<file path="config.mk">
export PLATFORM = sky130hd
export DESIGN_NAME = residency_calc
export DESIGN_NICKNAME = d
export VERILOG_FILES = /design/src/rtl/residency_pkg.sv /design/src/rtl/rc_divider.sv /design/src/rtl/rc_min4.sv /design/src/rtl/rc_leftover.sv /design/src/rtl/residency_calc.sv
export SDC_FILE = /design/constraint.sdc
export NUM_CORES = 1
export LEC_CHECK = 0
export BUFFER_PORTS_ARGS = -buffer_cell sky130_fd_sc_hd__clkbuf_2
export CORE_UTILIZATION = 55
export DETAILED_ROUTE_END_ITERATION = 12
export GPL_TIMING_DRIVEN = 0
export PLACE_DENSITY = 0.73
export RECOVER_POWER = 25
export SETUP_SLACK_MARGIN = 0.5
export SYNTH_ARGS = -nofsm -noshare
export SYNTH_HDL_FRONTEND = slang
export SYNTH_SLANG_ARGS = --single-unit
</file>
<file path="constraint.sdc">
create_clock -name clk -period 10.2 [get_ports clk]
set_clock_uncertainty 0.2 [all_clocks]
set_input_delay 0.51 -clock clk [delete_from_list [all_inputs] [get_ports clk]]
set_output_delay 0.51 -clock clk [all_outputs]
set_load 0.01 [all_outputs]
</file>
<file path="src/rtl/residency_pkg.sv">
package residency_pkg;

    localparam int OCC_W = 16;

    typedef enum logic [1:0] {
        OP_REG  = 2'd0,
        OP_SPAD = 2'd1,
        OP_THR  = 2'd2,
        OP_OCC  = 2'd3
    } op_e;

    typedef enum logic [1:0] {
        ST_IDLE   = 2'd0,
        ST_LAUNCH = 2'd1,
        ST_WAIT   = 2'd2,
        ST_DONE   = 2'd3
    } state_e;

    function automatic int max2(input int a, input int b);
        return (a > b) ? a : b;
    endfunction

endpackage

</file>
<file path="src/rtl/rc_divider.sv">
module rc_divider #(
    parameter int W = 16
) (
    input  logic         clk,
    input  logic         rst,
    input  logic         go,
    input  logic [W-1:0] num,
    input  logic [W-1:0] den,
    output logic         busy,
    output logic         done,
    output logic [W-1:0] quo
);
    localparam int CW = $clog2(W + 1);

    logic [W-1:0]  shq_q;
    logic [W-1:0]  part_q;
    logic [W-1:0]  dvs_q;
    logic [CW-1:0] left_q;
    logic          busy_q;
    logic          done_q;

    logic [W:0]    trial;
    logic [W:0]    diff;
    logic          fits;
    logic [W-1:0]  part_nx;
    logic [W-1:0]  shq_nx;

    // restoring step: bring in the next numerator bit, subtract when it fits
    always_comb begin
        trial   = {part_q, shq_q[W-1]};
        diff    = trial - {1'b0, dvs_q};
        fits    = (trial >= {1'b0, dvs_q});
        part_nx = fits ? diff[W-1:0] : trial[W-1:0];
        shq_nx  = {shq_q[W-2:0], fits};
    end

    always_ff @(posedge clk) begin
        if (rst) begin
            shq_q  <= '0;
            part_q <= '0;
            dvs_q  <= '0;
            left_q <= '0;
            busy_q <= 1'b0;
            done_q <= 1'b0;
        end else begin
            done_q <= 1'b0;
            if (go && !busy_q) begin
                shq_q  <= num;
                part_q <= '0;
                dvs_q  <= den;
                left_q <= CW'(W);
                busy_q <= 1'b1;
            end else if (busy_q) begin
                shq_q  <= shq_nx;
                part_q <= part_nx;
                left_q <= left_q - CW'(1);
                if (left_q == CW'(1)) begin
                    busy_q <= 1'b0;
                    done_q <= 1'b1;
                end
            end
        end
    end

    assign busy = busy_q;
    assign done = done_q;
    assign quo  = shq_q;

    // partial remainder always stays below the divisor (quotient digit in range)
    p_part_below_dvs_r1: assert property (@(posedge clk) disable iff (rst)
        busy_q |-> (part_q < dvs_q));

    // the sequencer never asks for a division by zero
    p_den_nonzero_r8: assert property (@(posedge clk) disable iff (rst)
        (go && !busy_q) |-> (den != '0));

endmodule

</file>
<file path="src/rtl/rc_min4.sv">
module rc_min4 #(
    parameter int W = 4
) (
    input  logic [3:0][W-1:0] vals,
    output logic [W-1:0]      least
);
    always_comb begin
        least = vals[0];
        for (int i = 1; i < 4; i++) begin
            if (vals[i] < least) least = vals[i];
        end
    end
endmodule

</file>
<file path="src/rtl/rc_leftover.sv">
module rc_leftover #(
    parameter int CAP = 256,
    parameter int CW  = 9,
    parameter int NW  = 3,
    parameter int UW  = 8
) (
    input  logic [NW-1:0] count,
    input  logic [UW-1:0] unit,
    output logic [CW-1:0] left
);
    localparam int PW = NW + UW;
    localparam int XW = (PW > CW) ? PW : CW;

    logic [PW-1:0] used;
    logic [XW-1:0] wide;

    always_comb begin
        used = PW'(count) * PW'(unit);
        wide = XW'(CAP) - XW'(used);
        left = wide[CW-1:0];
    end
endmodule

</file>
<file path="src/rtl/residency_calc.sv">
module residency_calc
    import residency_pkg::*;
#(
    parameter int REG_CAP  = 32768,
    parameter int SPAD_CAP = 16384,
    parameter int BLK_MAX  = 8,
    parameter int THR_MAX  = 1536,
    parameter int TPB_W    = 11,
    parameter int RPT_W    = 8,
    parameter int SPB_W    = 15,
    localparam int BLK_W   = $clog2(BLK_MAX + 1),
    localparam int REG_W   = $clog2(REG_CAP + 1),
    localparam int SPAD_W  = $clog2(SPAD_CAP + 1)
) (
    input  logic              clk,
    input  logic              rst,
    input  logic              start_i,
    input  logic [TPB_W-1:0]  thr_per_blk_i,
    input  logic [RPT_W-1:0]  regs_per_thr_i,
    input  logic [SPB_W-1:0]  spad_per_blk_i,
    output logic              busy_o,
    output logic              done_o,
    output logic              err_o,
    output logic [BLK_W-1:0]  blocks_o,
    output logic [OCC_W-1:0]  occ_o,
    output logic [REG_W-1:0]  reg_left_o,
    output logic [SPAD_W-1:0] spad_left_o
);
    localparam int RPB_W  = RPT_W + TPB_W;
    localparam int THR_W  = $clog2(THR_MAX + 1);
    localparam int PT_W   = BLK_W + TPB_W;
    localparam int NOCC_W = PT_W + OCC_W;
    localparam int DIV_W  = max2(max2(NOCC_W, REG_W),
                                 max2(max2(RPB_W, SPAD_W), max2(SPB_W, THR_W)));

    typedef struct packed {
        logic              err;
        logic [BLK_W-1:0]  blocks;
        logic [OCC_W-1:0]  occ;
        logic [REG_W-1:0]  reg_left;
        logic [SPAD_W-1:0] spad_left;
    } result_t;

    typedef struct packed {
        logic [TPB_W-1:0] thr;
        logic [RPT_W-1:0] rpt;
        logic [SPB_W-1:0] spb;
    } shape_t;

    state_e  state_q;
    op_e     op_q;
    shape_t  shape_q;
    result_t res_q;

    logic [BLK_W-1:0] cap_reg_q;
    logic [BLK_W-1:0] cap_spad_q;
    logic [BLK_W-1:0] cap_thr_q;

    logic [RPB_W-1:0] regs_blk;
    logic [BLK_W-1:0] blocks_min;
    logic [PT_W-1:0]  res_threads;
    logic [REG_W-1:0] reg_left_w;
    logic [SPAD_W-1:0] spad_left_w;
    logic [OCC_W-1:0] occ_sat;

    logic             div_go;
    logic [DIV_W-1:0] div_num;
    logic [DIV_W-1:0] div_den;
    logic             div_busy;
    logic             div_done;
    logic [DIV_W-1:0] div_quo;
    logic             skip_spad;

    function automatic logic [BLK_W-1:0] clamp_blk(input logic [DIV_W-1:0] q);
        return (q > DIV_W'(BLK_MAX)) ? BLK_W'(BLK_MAX) : q[BLK_W-1:0];
    endfunction

    // ---------------- derived quantities ----------------
    assign regs_blk    = RPB_W'(shape_q.thr) * RPB_W'(shape_q.rpt);
    assign res_threads = PT_W'(blocks_min) * PT_W'(shape_q.thr);
    assign skip_spad   = (op_q == OP_SPAD) && (shape_q.spb == '0);

    rc_min4 #(.W(BLK_W)) u_min (
        .vals  ({BLK_W'(BLK_MAX), cap_thr_q, cap_spad_q, cap_reg_q}),
        .least (blocks_min)
    );

    rc_leftover #(.CAP(REG_CAP), .CW(REG_W), .NW(BLK_W), .UW(RPB_W)) u_reg_left (
        .count (blocks_min),
        .unit  (regs_blk),
        .left  (reg_left_w)
    );

    rc_leftover #(.CAP(SPAD_CAP), .CW(SPAD_W), .NW(BLK_W), .UW(SPB_W)) u_spad_left (
        .count (blocks_min),
        .unit  (shape_q.spb),
        .left  (spad_left_w)
    );

    // ---------------- divider operand selection ----------------
    always_comb begin
        unique case (op_q)
            OP_REG: begin
                div_num = DIV_W'(REG_CAP);
                div_den = DIV_W'(regs_blk);
            end
            OP_SPAD: begin
                div_num = DIV_W'(SPAD_CAP);
                div_den = DIV_W'(shape_q.spb);
            end
            OP_THR: begin
                div_num = DIV_W'(THR_MAX);
                div_den = DIV_W'(shape_q.thr);
            end
            default: begin
                div_num = DIV_W'({res_threads, {OCC_W{1'b0}}});
                div_den = DIV_W'(THR_MAX);
            end
        endcase
    end

    assign div_go  = (state_q == ST_LAUNCH) && !skip_spad;
    assign occ_sat = (|div_quo[DIV_W-1:OCC_W]) ? {OCC_W{1'b1}} : div_quo[OCC_W-1:0];

    rc_divider #(.W(DIV_W)) u_div (
        .clk  (clk),
        .rst  (rst),
        .go   (div_go),
        .num  (div_num),
        .den  (div_den),
        .busy (div_busy),
        .done (div_done),
        .quo  (div_quo)
    );

    // ---------------- sequencer ----------------
    always_ff @(posedge clk) begin
        if (rst) begin
            state_q    <= ST_IDLE;
            op_q       <= OP_REG;
            shape_q    <= '0;
            res_q      <= '0;
            cap_reg_q  <= '0;
            cap_spad_q <= '0;
            cap_thr_q  <= '0;
        end else begin
            unique case (state_q)
                ST_IDLE: begin
                    if (start_i) begin
                        shape_q.thr <= thr_per_blk_i;
                        shape_q.rpt <= regs_per_thr_i;
                        shape_q.spb <= spad_per_blk_i;
                        if (thr_per_blk_i == '0 || regs_per_thr_i == '0) begin
                            res_q     <= '0;
                            res_q.err <= 1'b1;
                            state_q   <= ST_DONE;
                        end else begin
                            op_q    <= OP_REG;
                            state_q <= ST_LAUNCH;
                        end
                    end
                end
                ST_LAUNCH: begin
                    if (skip_spad) begin
                        cap_spad_q <= BLK_W'(BLK_MAX);
                        op_q       <= OP_THR;
                    end else begin
                        state_q <= ST_WAIT;
                    end
                end
                ST_WAIT: begin
                    if (div_done) begin
                        unique case (op_q)
                            OP_REG: begin
                                cap_reg_q <= clamp_blk(div_quo);
                                op_q      <= OP_SPAD;
                                state_q   <= ST_LAUNCH;
                            end
                            OP_SPAD: begin
                                cap_spad_q <= clamp_blk(div_quo);
                                op_q       <= OP_THR;
                                state_q    <= ST_LAUNCH;
                            end
                            OP_THR: begin
                                cap_thr_q <= clamp_blk(div_quo);
                                op_q      <= OP_OCC;
                                state_q   <= ST_LAUNCH;
                            end
                            default: begin
                                res_q.err       <= 1'b0;
                                res_q.blocks    <= blocks_min;
                                res_q.occ       <= occ_sat;
                                res_q.reg_left  <= reg_left_w;
                                res_q.spad_left <= spad_left_w;
                                state_q         <= ST_DONE;
                            end
                        endcase
                    end
                end
                default: state_q <= ST_IDLE;
            endcase
        end
    end

    assign busy_o      = (state_q != ST_IDLE);
    assign done_o      = (state_q == ST_DONE);
    assign err_o       = res_q.err;
    assign blocks_o    = res_q.blocks;
    assign occ_o       = res_q.occ;
    assign reg_left_o  = res_q.reg_left;
    assign spad_left_o = res_q.spad_left;

    // ---------------- assertions ----------------
    p_blocks_capped_r4: assert property (@(posedge clk) disable iff (rst)
        done_o |-> (blocks_o <= BLK_W'(BLK_MAX)));

    p_occ_zero_r5: assert property (@(posedge clk) disable iff (rst)
        (done_o && blocks_o == '0) |-> (occ_o == '0));

    p_err_clears_r8: assert property (@(posedge clk) disable iff (rst)
        (done_o && err_o) |-> (blocks_o == '0 && occ_o == '0 &&
                               reg_left_o == '0 && spad_left_o == '0));

    p_done_single_r9: assert property (@(posedge clk) disable iff (rst)
        done_o |=> !done_o);

    p_accept_busy_r9: assert property (@(posedge clk) disable iff (rst)
        (start_i && !busy_o) |=> busy_o);

    p_results_hold_r9: assert property (@(posedge clk) disable iff (rst)
        !done_o |-> $stable({err_o, blocks_o, occ_o, reg_left_o, spad_left_o}));

    p_busy_ignores_start_r10: assert property (@(posedge clk) disable iff (rst)
        (start_i && busy_o) |=> $stable(shape_q));

    p_div_idle_on_launch_r9: assert property (@(posedge clk) disable iff (rst)
        div_go |-> !div_busy);

endmodule

</file>
==> metrics <==
pin count of the biggest net entering global routing=19; P per Cell Area=roughly 210 nW/um^2; WL/cell=between 15 and 20 um; Overflow after GRT=0; first-pass GRT wire length=76.9 mm; highest ir drop seen on vdd=approximately 0.19 mV; final setup TNS=0 ps; CTS clk-pin slew, worst paths=90 ps; vias per cell=a little under 6; CTS sink count=190; reg-to-reg setup timing slack=around 1400 ps; ranking of synthesized cells by area=dfxtp_1, fa_1, ha_1, nand2_1, and2_1; insertion delay to the later sink of the worst-skew pair=~470 ps; via count=approximately 15,000; Worst setup SP type=flip-flop; row count=62; unrepaired setup endpoints after global routing=no; post-synth net total=2,299; Non-Filler Instances=2,497; critical path class=flip-flop to flip-flop; PortBufs=90; Critical Path Fanout Max=10; final hold viol count=0; Hold Slack=~62 ps; flops & latches, synth=190; CP Capture Type=flip-flop; # IOs=between 90 and 100; Leak=between 7 and 8 nW; vias in the first global route=between 10,000 and 15,000; Cell Area, Placed=around 17,000 um^2; CTS max path bufs=2; Mapped Area=between 15,000 and 20,000 um^2; # fillers=approximately 2,600; top post-synthesis cells by count=nand2_1, inv_1, dfxtp_1, a21oi_1, ha_1; Post-CTS Resized=0; CTS buffer count=17; fin crit share=between 80 and 90%; WL final=48.2 mm; fin worst setup slack=about 1400 ps; htree depth=4; Root Driver=clkbuf_16; EDFF count, synth=0; postcts setup bufs=0; area leader, netlist=dfxtp_1; Max Slew Vio Count=0; max frequency=approximately 110 MHz; Distinct cells, synth=between 70 and 80; drt pass-1 iters=7; Mapped Cells=between 1,500 and 2,000; placed cells=around 2,500; register area share after synthesis=23.3%; total power=approximately 3.7 mW; Worst Path Required=just over 10,000 ps; DIE HEIGHT=174 um; top cell type's share of synthesized area=about a quarter; share of layout cells above drive strength 1=4.36%; gr usage total=about a third; CTS tree=done; final setup fails=0; design area=about 18,000 um^2; Synthesis Warnings=0; Hold Buf Count CTS=0; final core utilization=61.4%; First DRT Iteration DRCs=1,314; post-layout min period=approximately 9000 ps; chip width=174 um; class of the worst hold path=primary input to flip-flop; Slew @ Worst Pin=roughly 1100 ps; pre-CTS setup slack=about 1600 ps; Max transition margin=22.5%; final antenna-violating net count=0; Synth Flop Type=dfxtp_1; P&R area growth vs syn=8.73%; DR DRC count=0; Worst EP arrival=between 8000 and 9000 ps; hold path depth=3; GPL Wtd Cong=~1; most numerous cell in the Yosys netlist=nand2_1; status=complete, no violations; Starting Density=56.4%; Die Footprint=a little over 30,000 um^2; DP HPWL=roughly 38 mm; Reg2Reg Depth=25; initial antenna violation count=1; Post-Syn Area per Cell=just over 8 um^2; Max-Cap Viols=0; Nets=around 2,400; core area=around 29,000 um^2; Async SR Flop Fraction=0%
==> cells in the final DEF, fill, tap and decap left out, drive strengths merged, types with 7 or more instances in the layout <==
cell | synthesis | routed
nand2 | 253 | 253
inv | 206 | 213
clkbuf | 100 | 208
dfxtp | 190 | 190
a21oi | 160 | 160
ha | 152 | 152
and2 | 140 | 140
nor2 | 121 | 121
fa | 121 | 121
xnor2 | 47 | 47
o21ai | 43 | 43
nand3 | 38 | 38
nor3 | 35 | 35
and3 | 26 | 26
xor2 | 26 | 26
a22oi | 26 | 26
o211ai | 25 | 25
a21o | 23 | 23
a211oi | 22 | 22
nor4 | 19 | 19
o21bai | 16 | 16
o21a | 14 | 14
o22ai | 14 | 14
buf | 14 | 14
mux2i | 12 | 12
a221oi | 11 | 11
a22o | 11 | 11
nand2b | 11 | 11
nor2b | 10 | 10
or3 | 8 | 8
a31oi | 8 | 8
a222oi | 8 | 8
nand4 | 7 | 7
or4 | 7 | 7
==> registers in the layout (all words and copies together), names as in the netlist, 4 cells and up <==
name	cells
shape_q	34
u_div.part_q	31
u_div.quo	31
u_div.dvs_q	19
occ_o	16
reg_left_o	16
spad_left_o	15
u_div.left_q	5
blocks_o	4
cap_reg_q	4
cap_spad_q	4
cap_thr_q	4
==> report_power, final <==
part | total, mW | switching, mW | internal (mW) | leakage [nW]
clock | 0.670 | 0.348 | 0.322 | 0.270
combinational | 2.07 | 1.33 | 0.744 | 5.53
sequential | 0.973 | 0.128 | 0.845 | 1.54
total | 3.71 | 1.80 | 1.91 | 7.34
==> per-layer routing <==
metal  global-route usage (%)  vias up  wire [um]
li1                         -     6931          -
met3                     5.29      114       4020
met4                     13.3        0       1950
met1                     43.7     7165      20500
met2                     51.7      628      21700
met5                        0        -          0
==> cell families (layout without fill, tap and decap cells) <==
logic type | Yosys count | count (layout) | share of synthesized area, %
flops | 190 | 190 | 23.3
other cells | 0 | 2 | 0
compound gates | 422 | 422 | 17.1
mux | 13 | 13 | 0.805
simple gates | 697 | 697 | 20.8
fa+ha+maj | 273 | 273 | 26.5
xor+xnor | 74 | 74 | 4.06
buf+inv | 320 | 442 | 7.42
==> path summary, 6_finish.rpt <==
check | endpoint | startpoint
min reg2reg | spad_left_o[4]$_SDFFE_PP0P_ | spad_left_o[4]$_SDFFE_PP0P_
max reg2reg | reg_left_o[15]$_SDFFE_PP0P_ | shape_q[23]$_SDFFE_PP0P_
min | shape_q[16]$_SDFFE_PP0P_ | regs_per_thr_i[1]
max | reg_left_o[15]$_SDFFE_PP0P_ | shape_q[23]$_SDFFE_PP0P_
==> critical path, cell delays in order (launching register included) <==
cell and delay, ps:
dfxtp_1 640, clkbuf_1 570, nand2_1 190, fa_1 550, fa_1 550, inv_1 50, fa_1 520, inv_1 50
fa_1 520, inv_1 40, ha_1 350, a21o_1 200, a211oi_1 440, o311ai_0 260, xnor2_1 330, or4_1 530
fa_1 490, fa_1 490, ha_1 230, xnor2_1 350, nor4bb_1 120, a41oi_1 220, o311ai_2 150, xor3_1 320
mux2i_1 200, nand2_1 60
==> area by class of cell <==
class	count	area, um^2	share of cell area [%]
multi-input cells	1479	11300	63.7
flip-flops and latches	190	3800	21.4
inverters	206	773	4.36
well taps	384	480	2.71
plain buffers	114	438	2.47
clock buffers	18	429	2.42
repair buffers	90	383	2.16
clock inverters	14	128	0.719
diodes	2	5.00	0.0282
Note: power is estimated with default switching activity, not from simulation.
